**src/rtl/csup_pkg.sv**
```systemverilog
package csup_pkg;

    typedef enum logic [1:0] {
        ST_OFF  = 2'd0,
        ST_RAMP = 2'd1,
        ST_ON   = 2'd2,
        ST_SHUT = 2'd3
    } csup_state_e;

endpackage

```
**src/rtl/csup_sync.sv**
```systemverilog
module csup_sync #(
    parameter int STAGES = 2
) (
    input  logic clk,
    input  logic rst_n,
    input  logic d_i,
    output logic q_o
);
    logic [STAGES-1:0] chain_d, chain_q;

    generate
        for (genvar i = 0; i < STAGES; i++) begin : g_stage
            if (i == 0) begin : g_first
                assign chain_d[i] = d_i;
            end else begin : g_next
                assign chain_d[i] = chain_q[i-1];
            end
        end
    endgenerate

    always_ff @(posedge clk or negedge rst_n) begin
        if (!rst_n) chain_q <= '0;
        else        chain_q <= chain_d;
    end

    assign q_o = chain_q[STAGES-1];
endmodule

```
**src/rtl/csup_clkdiv.sv**
```systemverilog
module csup_clkdiv #(
    parameter int          PW      = 4,
    parameter logic [3:0]  PSC_RST = 4'd1
) (
    input  logic          clk,
    input  logic          rst_n,
    input  logic          hold_i,
    input  logic [PW-1:0] psc_i,
    output logic          tick_o
);
    typedef struct packed {
        logic [PW-1:0] psc;
        logic [PW-1:0] cnt;
        logic          tick;
    } div_regs_t;

    div_regs_t r_d, r_q;

    always_comb begin
        r_d = r_q;
        if (!hold_i) r_d.psc = psc_i;
        if (r_q.cnt >= r_q.psc) begin
            r_d.cnt  = '0;
            r_d.tick = 1'b1;
        end else begin
            r_d.cnt  = r_q.cnt + 1'b1;
            r_d.tick = 1'b0;
        end
    end

    always_ff @(posedge clk or negedge rst_n) begin
        if (!rst_n) begin
            r_q.psc  <= PW'(PSC_RST);
            r_q.cnt  <= '0;
            r_q.tick <= 1'b0;
        end else begin
            r_q <= r_d;
        end
    end

    assign tick_o = r_q.tick;

    AST_PSC_FROZEN: assert property (@(posedge clk) disable iff (!rst_n)
        hold_i |=> $stable(r_q.psc));

    AST_TICK_SINGLE: assert property (@(posedge clk) disable iff (!rst_n)
        (r_q.tick && r_q.psc != '0) |=> !r_q.tick);
endmodule

```
**src/rtl/csup_fsm.sv**
```systemverilog
module csup_fsm
    import csup_pkg::*;
#(
    parameter int RAMP_TICKS = 4,
    parameter int SHUT_TICKS = 4,
    parameter int LW         = 2
) (
    input  logic          clk,
    input  logic          rst_n,
    input  logic          en_wr_i,
    input  logic          en_wdata_i,
    input  logic          pres_i,
    input  logic          tick_i,
    input  logic [LW-1:0] lvl_i,
    input  logic          mode_i,
    input  logic          pd_req_i,
    output csup_state_e   state_o,
    output logic          en_o,
    output logic [LW-1:0] lvl_o,
    output logic          mode_o,
    output logic          pd_grant_o,
    output logic          pd_err_o
);
    localparam int TMAX = (RAMP_TICKS > SHUT_TICKS) ? RAMP_TICKS : SHUT_TICKS;
    localparam int TW   = (TMAX > 1) ? $clog2(TMAX) : 1;
    localparam logic [TW-1:0] RAMP_LAST = TW'(RAMP_TICKS - 1);
    localparam logic [TW-1:0] SHUT_LAST = TW'(SHUT_TICKS - 1);

    typedef struct packed {
        csup_state_e   state;
        logic          en;
        logic [TW-1:0] timer;
        logic [LW-1:0] lvl;
        logic          mode;
        logic          grant;
        logic          err;
    } fsm_regs_t;

    fsm_regs_t r_d, r_q;

    always_comb begin
        r_d       = r_q;
        r_d.grant = 1'b0;
        if (en_wr_i) r_d.en = en_wdata_i;

        unique case (r_q.state)
            ST_OFF: begin
                if (r_q.en && pres_i) begin
                    r_d.state = ST_RAMP;
                    r_d.timer = '0;
                    r_d.lvl   = lvl_i;
                    r_d.mode  = mode_i;
                end
            end
            ST_RAMP: begin
                if (!pres_i) begin
                    r_d.state = ST_SHUT;
                    r_d.timer = '0;
                    r_d.en    = 1'b0;
                end else if (!r_q.en) begin
                    r_d.state = ST_SHUT;
                    r_d.timer = '0;
                end else if (tick_i) begin
                    if (r_q.timer == RAMP_LAST) begin
                        r_d.state = ST_ON;
                        r_d.timer = '0;
                    end else begin
                        r_d.timer = r_q.timer + 1'b1;
                    end
                end
            end
            ST_ON: begin
                if (!pres_i) begin
                    r_d.state = ST_SHUT;
                    r_d.timer = '0;
                    r_d.en    = 1'b0;
                end else if (!r_q.en) begin
                    r_d.state = ST_SHUT;
                    r_d.timer = '0;
                end
            end
            default: begin
                if (tick_i) begin
                    if (r_q.timer == SHUT_LAST) begin
                        r_d.state = ST_OFF;
                        r_d.timer = '0;
                    end else begin
                        r_d.timer = r_q.timer + 1'b1;
                    end
                end
            end
        endcase

        if (pd_req_i) begin
            if (r_q.state == ST_OFF) begin
                r_d.grant = 1'b1;
                r_d.err   = 1'b0;
            end else begin
                r_d.err   = 1'b1;
            end
        end
    end

    always_ff @(posedge clk or negedge rst_n) begin
        if (!rst_n) begin
            r_q.state <= ST_OFF;
            r_q.en    <= 1'b0;
            r_q.timer <= '0;
            r_q.lvl   <= '0;
            r_q.mode  <= 1'b0;
            r_q.grant <= 1'b0;
            r_q.err   <= 1'b0;
        end else begin
            r_q <= r_d;
        end
    end

    assign state_o    = r_q.state;
    assign en_o       = r_q.en;
    assign lvl_o      = r_q.lvl;
    assign mode_o     = r_q.mode;
    assign pd_grant_o = r_q.grant;
    assign pd_err_o   = r_q.err;

    AST_NO_START_ABSENT: assert property (@(posedge clk) disable iff (!rst_n)
        (r_q.state == ST_OFF && !pres_i) |=> r_q.state == ST_OFF);

    AST_REMOVAL_SHUTDOWN: assert property (@(posedge clk) disable iff (!rst_n)
        ((r_q.state == ST_RAMP || r_q.state == ST_ON) && !pres_i)
        |=> (r_q.state == ST_SHUT && !r_q.en));

    AST_PD_REFUSED: assert property (@(posedge clk) disable iff (!rst_n)
        (pd_req_i && r_q.state != ST_OFF) |=> (!r_q.grant && r_q.err));

    AST_SHUT_NO_ESCAPE: assert property (@(posedge clk) disable iff (!rst_n)
        (r_q.state == ST_SHUT && !tick_i) |=> r_q.state == ST_SHUT);

    AST_LEVEL_HELD: assert property (@(posedge clk) disable iff (!rst_n)
        (r_q.state != ST_OFF) |=> $stable(r_q.lvl));
endmodule

```
**src/rtl/csup_ctrl.sv**
```systemverilog
module csup_ctrl
    import csup_pkg::*;
#(
    parameter int         PW          = 4,
    parameter logic [3:0] PSC_RST     = 4'd1,
    parameter int         RAMP_TICKS  = 4,
    parameter int         SHUT_TICKS  = 4,
    parameter int         SYNC_STAGES = 2,
    parameter int         LW          = 2
) (
    input  logic          clk,
    input  logic          rst_n,
    input  logic          en_wr_i,
    input  logic          en_wdata_i,
    input  logic          card_pres_i,
    input  logic [LW-1:0] vsel_i,
    input  logic          mode_i,
    input  logic          pd_req_i,
    input  logic [PW-1:0] psc_i,
    output logic          conv_en_o,
    output logic          ready_o,
    output logic [1:0]    state_o,
    output logic          enable_o,
    output logic [LW-1:0] vsel_o,
    output logic          mode_o,
    output logic          conv_tick_o,
    output logic          pd_grant_o,
    output logic          pd_err_o
);
    logic        pres_s;
    logic        tick;
    csup_state_e state;

    csup_sync #(.STAGES(SYNC_STAGES)) u_sync (
        .clk   (clk),
        .rst_n (rst_n),
        .d_i   (card_pres_i),
        .q_o   (pres_s)
    );

    csup_clkdiv #(.PW(PW), .PSC_RST(PSC_RST)) u_div (
        .clk    (clk),
        .rst_n  (rst_n),
        .hold_i (state == ST_ON),
        .psc_i  (psc_i),
        .tick_o (tick)
    );

    csup_fsm #(.RAMP_TICKS(RAMP_TICKS), .SHUT_TICKS(SHUT_TICKS), .LW(LW)) u_fsm (
        .clk        (clk),
        .rst_n      (rst_n),
        .en_wr_i    (en_wr_i),
        .en_wdata_i (en_wdata_i),
        .pres_i     (pres_s),
        .tick_i     (tick),
        .lvl_i      (vsel_i),
        .mode_i     (mode_i),
        .pd_req_i   (pd_req_i),
        .state_o    (state),
        .en_o       (enable_o),
        .lvl_o      (vsel_o),
        .mode_o     (mode_o),
        .pd_grant_o (pd_grant_o),
        .pd_err_o   (pd_err_o)
    );

    assign state_o     = state;
    assign conv_en_o   = (state == ST_RAMP) || (state == ST_ON);
    assign ready_o     = (state == ST_ON);
    assign conv_tick_o = tick;

    AST_GRANT_WHEN_OFF: assert property (@(posedge clk) disable iff (!rst_n)
        (pd_req_i && state == ST_OFF) |=> (pd_grant_o && !pd_err_o));
endmodule

```
**config.mk**
```make
export PLATFORM = sky130hd
export DESIGN_NAME = csup_ctrl
export DESIGN_NICKNAME = d
export VERILOG_FILES = /design/src/rtl/csup_pkg.sv /design/src/rtl/csup_sync.sv /design/src/rtl/csup_clkdiv.sv /design/src/rtl/csup_fsm.sv /design/src/rtl/csup_ctrl.sv
export SDC_FILE = /design/constraint.sdc
export NUM_CORES = 1
export LEC_CHECK = 0
export ABC_AREA = 0
export BUFFER_PORTS_ARGS = -buffer_cell sky130_fd_sc_hd__buf_2
export CAP_MARGIN = 20
export CORE_MARGIN = 4
export CORE_UTILIZATION = 38
export CTS_BUF_LIST = sky130_fd_sc_hd__clkbuf_8
export CTS_CLUSTER_DIAMETER = 40
export CTS_CLUSTER_SIZE = 20
export DETAILED_ROUTE_END_ITERATION = 8
export GPL_TIMING_DRIVEN = 0
export PLACE_DENSITY_LB_ADDON = 0.2
export SLEW_MARGIN = 0
export SYNTH_ARGS = -nofsm -noshare
export SYNTH_HDL_FRONTEND = slang
export SYNTH_SLANG_ARGS = --single-unit
```
**constraint.sdc**
```tcl
create_clock -name clk -period 2.6 [get_ports clk]
set_clock_uncertainty 0.1 [all_clocks]
set_input_delay 0.78 -clock clk [delete_from_list [all_inputs] [get_ports clk]]
set_output_delay 0.78 -clock clk [all_outputs]
set_load 0.05 [all_outputs]
```
; After elaboration in Yosys (flattened, before gate mapping)
; Cells that the tools add are included.
[totals]
regBits = 21
latch_bits = 0
ramBits = 0
mem_bits_ro = 0
inputBits = 13
memories = 0
[op_classes]
n_addsub = 2
n_mul = 0
n_div = 0
order_cmp = 1
n_eq_ne = 7
shift = 0
muxes = 25
bitwise_logic = 0
n_reduce_logical = 9
[ops]
columns = op, count
row1 = 2-bit 2-to-1 mux, 16
row2 = 2-bit one-hot mux with 3 select lines, 2
row3 = 5-bit 2-to-1 mux, 2
row4 = 4-bit != test (second input constant), 2
row5 = 4-bit nonzero test, 2
row6 = 6-bit AND reduction, 1
row7 = 1-bit 2-to-1 mux, 5
row8 = 4-bit by 1-bit adder with 4-bit output (second input constant), 1
row9 = 2-bit equality test (second input constant), 2
row10 = 4-bit greater-or-equal comparator, 1
row11 = 2-bit AND reduction, 2
row12 = 3-bit != test (second input constant), 1
row13 = 2-bit by 1-bit adder with 2-bit output (second input constant), 1
row14 = 2-bit by 1-bit equality test with 1-bit output (second input constant), 1
row15 = 2-bit zero test, 1
row16 = 2-bit by 1-bit != test with 1-bit output (second input constant), 1
row17 = 2-bit OR reduction, 1
row18 = 1-bit logical AND, 1
row19 = 1-bit logical OR, 1

; Logic depth before layout (Yosys ltp)
[logic_depth]
ltp_word = 6
mapped_depth = 7

; Hierarchy
; A second synthesis with hierarchy kept.
[hier_totals]
hier_cells = 105
area_unflattened_um2 = 1207.4
[by_module_without_submodules]
columns = module, n_inst, cells_each, area_per_inst_um2
row1 = csup_fsm, 1, 64, 681.9
row2 = csup_clkdiv, 1, 36, 455.4
row3 = csup_sync, 1, 2, 50.0
row4 = csup_ctrl, 1, 3, 20.0

; Worst setup path after synthesis
; OpenSTA, ideal clock, no wires.
[synth_timing]
path_kind = reg-to-reg
start = register, netlist name u_fsm.state_o[0]
end = register, netlist name u_fsm.state_o[0]
arrival_ns = 1.856
t_required_ns = 2.375
slack_ns = 0.519
path_stages_with_launch = 8
period_less_slack_ns = 2.081
cell_sequence = dfrtp_1 inv_1 ha_1 buf_6 o32ai_1 nand2b_1 and4_4 mux2_4
[synth_via]
elab_chain_len = 3
[synth_rtl]
columns = element, line
row1 = 2-bit equality test (*), -
row2 = named net ready_o, csup_ctrl.sv:21  ; output logic ready_o,
row3 = 3-bit != test (no source line) / 4-bit nonzero test (equally long branches), -
row4 = 6-bit AND reduction (no source line), -
; The timed path passes the listed nets; every way through them passes the cells marked *.
; A chain may end at the register's enable or synchronous reset.

; Final worst setup path
[layout_timing]
start = register, netlist name u_fsm.state_o[0]
end = output conv_en_o
[layout_via]
elab_chain_len = 2
[layout_rtl]
columns = element, line
row1 = 2-bit by 1-bit equality test with 1-bit output / 2-bit equality test (equally long branches), csup_ctrl.sv:68  ; assign conv_en_o = (state == ST_RAMP) || (state == ST_ON);
row2 = 1-bit logical OR (*), csup_ctrl.sv:68
row3 = to (decl), csup_ctrl.sv:20  ; output logic conv_en_o,
; Every way passes the cells marked *; elsewhere a longest branch is shown, timed or not.

==> results.py <==
metrics = {
    "sta": {
        "slew_viol_final": 0,
        "setup_tns_ps": 0,
        "worst_pin_slew_ps": 465,
        "slew_headroom": 0.690,
        "rsz0062_at_grt": "no",
        "period_needed_ps": 2270,
        "max_clock_freq_mhz": 440,
        "setup_viol": 0,
        "period_share": 0.875,
        "final_hold_viol_count": 0,
        "fin_ws_ps": 326,
    },
    "worst_setup_path": {
        "cp-start-kind": "flop",
        "r2r_end": "u_fsm.state_o[1]$_DFFE_PN0P_",
        "r2r-start": "u_fsm.state_o[0]$_DFFE_PN0P_",
        "r2r_slack_ps": 660,
        "r2r_cells": 7,
        "critPathKind": "reg -> out",
        "critPathCaptureType": "output pin",
        "critical-path-top-delay-family": "flip-flops",
        "crit_path_top_delay_cell": "dfrtp_1",
        "cp.arrival_ps": 1390,
        "crit_required_ps": 1720,
        "startpoint": "u_fsm.state_o[0]$_DFFE_PN0P_",
        "cpPeakStageDelay_ps": 420,
        "path_cells": "inv_1 > ha_1 > buf_2",
        "worst-path-buf-inv": 2,
        "path_max_fanout": 5,
    },
    "worst_hold_path": {
        "whs_path_depth": 0,
        "hp-class": "reg -> reg",
        "min_to": "u_sync.chain_q[1]$_DFF_PN0_",
        "hold_start": "u_sync.chain_q[0]$_DFF_PN0_",
    },
    "cts": {
        "hold_buffers": 0,
        "clock_sinks": 21,
        "cts_buffer_depth": 2,
        "cts_tree": "yes",
        "cts_resized": 0,
        "clk_latency_ps": 260,
        "cts-htree-levels": 1,
        "cts_buffers": 3,
        "path_clk_slew_ps": 70,
        "cts_setup_buffers": 0,
        "cts-root-buf": "clkbuf_8",
    },
    "logic_synthesis": {
        "yosysWarnings": 0,
        "synth_area_mm2": 0.00105,
        "syn_avg_cell_area_um2": 11.8,
        "yosysUniqueCellTypes": 23,
        "synth_nets": 112,
        "ys_seq_area_frac": 0.503,
        "synth-seq-cells": 21,
        "syn_inst": 89,
    },
    "route": {
        "num_vias": 704,
        "first_pass_iters": 4,
        "drtIter0Drc": 9,
        "drc": 0,
        "vias_per_cell": 4.82,
        "wl_per_cell_um": 12.2,
        "ant_nets": 0,
        "drt_wl_total_um": 1770,
    },
    "final_layout": {
        "drive_above_1_share": 0.371,
        "num_antenna_cells": 0,
        "fin_nets": 140,
        "areaGrowthSynthToFinish_pct": 18.9,
    },
    "die": {
        "rows": 18,
        "die_y_um": 60.5,
        "core_mm2": 0.00254,
        "start_util": 0.412,
        "num_io_pins": 24,
        "die_x_um": 60.5,
        "dieArea_mm2": 0.00366,
    },
    "placement": {
        "dp_hpwl_um": 1380,
        "post-place-ws_ps": 585,
        "gp_congestion": 0.666,
        "numPortBuffers": 23,
    },
    "grt": {
        "antenna_found_initial": 0,
        "grt_max_degree": 22,
        "grt_pass1_vias": 673,
        "grtUsageTotal": 0.112,
        "overflow": 0,
        "grt_pass1_wl_um": 2990,
    },
    "outcome": {
        "status": "completed",
    },
    "flow_run": {
        "drv_cap": 0,
    },
}
==> metal layers <==
metal	global-route usage	vias to the layer above	routed length [um]
met5	0	-	0
li1	-	349	-
met3	0.0255	5	82
met4	0.0650	0	42
met1	0.154	337	809
met2	0.162	13	840
==> cells in the final DEF, fill, tap and decap left out <==
cell type	instances
a211oi_1	2
a21bo_2	1
a21oi_1	3
and2_1	1
and4_4	1
buf_2	23
buf_4	4
buf_6	1
clkbuf_8	3
dfrtp_1	20
dfstp_2	1
ha_1	10
inv_1	10
mux2_2	7
mux2_4	2
mux2i_1	3
nand2_1	3
nand2b_1	2
nand3_1	4
nand4_1	1
nor2_1	9
o21ai_1	1
o32ai_1	1
xnor2_1	1
xor2_1	2
==> kinds of logic after synthesis <==
group / count (synthesis) / synth area share
AO/OA/AOI/OAI: 8 / 0.0514
multiplexers: 12 / 0.133
adder cells (fa/ha/maj): 10 / 0.119
flip-flops: 21 / 0.503
buffers and inverters: 14 / 0.0717
XOR/XNOR: 3 / 0.0251
AND/OR/NAND/NOR: 21 / 0.0968
==> stage by stage <==
step | hold slack [ps] | std cells | cell area, um^2 | utilization
finish | 250 | 146 | 1240 | 0.489
global placement | 232 | 142 | 1200 | 0.471
global route | 264 | 146 | 1240 | 0.489
detailed placement | 236 | 142 | 1200 | 0.471
floorplan | 231 | 89 | 1050 | -
CTS | 252 | 146 | 1240 | 0.489
==> worst register-to-register path, stage by stage (launching register included) <==
cell and delay, ps:
dfrtp_1 420, inv_1 90, ha_1 220, buf_6 140
o32ai_1 270, nand2b_1 90, and4_4 210, mux2_4 290
==> how the worst max path moves through the flow <==
stage / endpoint / depth (start not counted) / slack [ps]
detailed placement: conv_en_o / 3 / 590
global placement: conv_en_o / 3 / 600
finish: conv_en_o / 3 / 330
global route: conv_en_o / 3 / 230
CTS: conv_en_o / 3 / 300
floorplan: u_fsm.state_o[0]$_DFFE_PN0P_ / 7 / 520
==> flip-flops by register name (all words and copies together), names as in the netlist <==
signal	flops
u_fsm.mode_o	1
u_fsm.r_q	2
u_sync.chain_q	2
u_fsm.lvl_o	2
u_div.tick_o	1
u_fsm.en_o	1
u_div.r_q	8
u_fsm.pd_grant_o	1
u_fsm.pd_err_o	1
u_fsm.state_o	2
==> Yosys cell counts <==
library cell,count,area share
o21ai_1,1,0.0048
buf_4,4,0.029
mux2i_1,3,0.029
and4_4,1,0.011
xnor2_1,1,0.0084
xor2_1,2,0.017
nand4_1,1,0.0060
o32ai_1,1,0.0084
ha_1,10,0.12
nor2_1,9,0.032
buf_6,1,0.011
nand2_1,3,0.011
a211oi_1,2,0.014
and2_1,1,0.0060
nand3_1,4,0.019
nand2b_1,2,0.012
dfrtp_1,20,0.48
mux2_4,2,0.029
mux2_2,7,0.075
dfstp_2,1,0.025
a21oi_1,3,0.014
inv_1,9,0.032
a21bo_2,1,0.0096
==> area by class of cell <==
class / count / area [um^2]
well taps: 30 / 37.5
fillers: 245 / 1300
clock buffers: 3 / 41.3
flip-flops and latches: 21 / 527
plain buffers: 5 / 41.3
repair buffers: 23 / 115
clock inverters: 1 / 3.75
multi-input cells: 54 / 445
inverters: 9 / 33.8
Power is left out: the tool's default activity adds up to more than one toggle a clock period on the data nets, which glitch-free logic cannot reach.
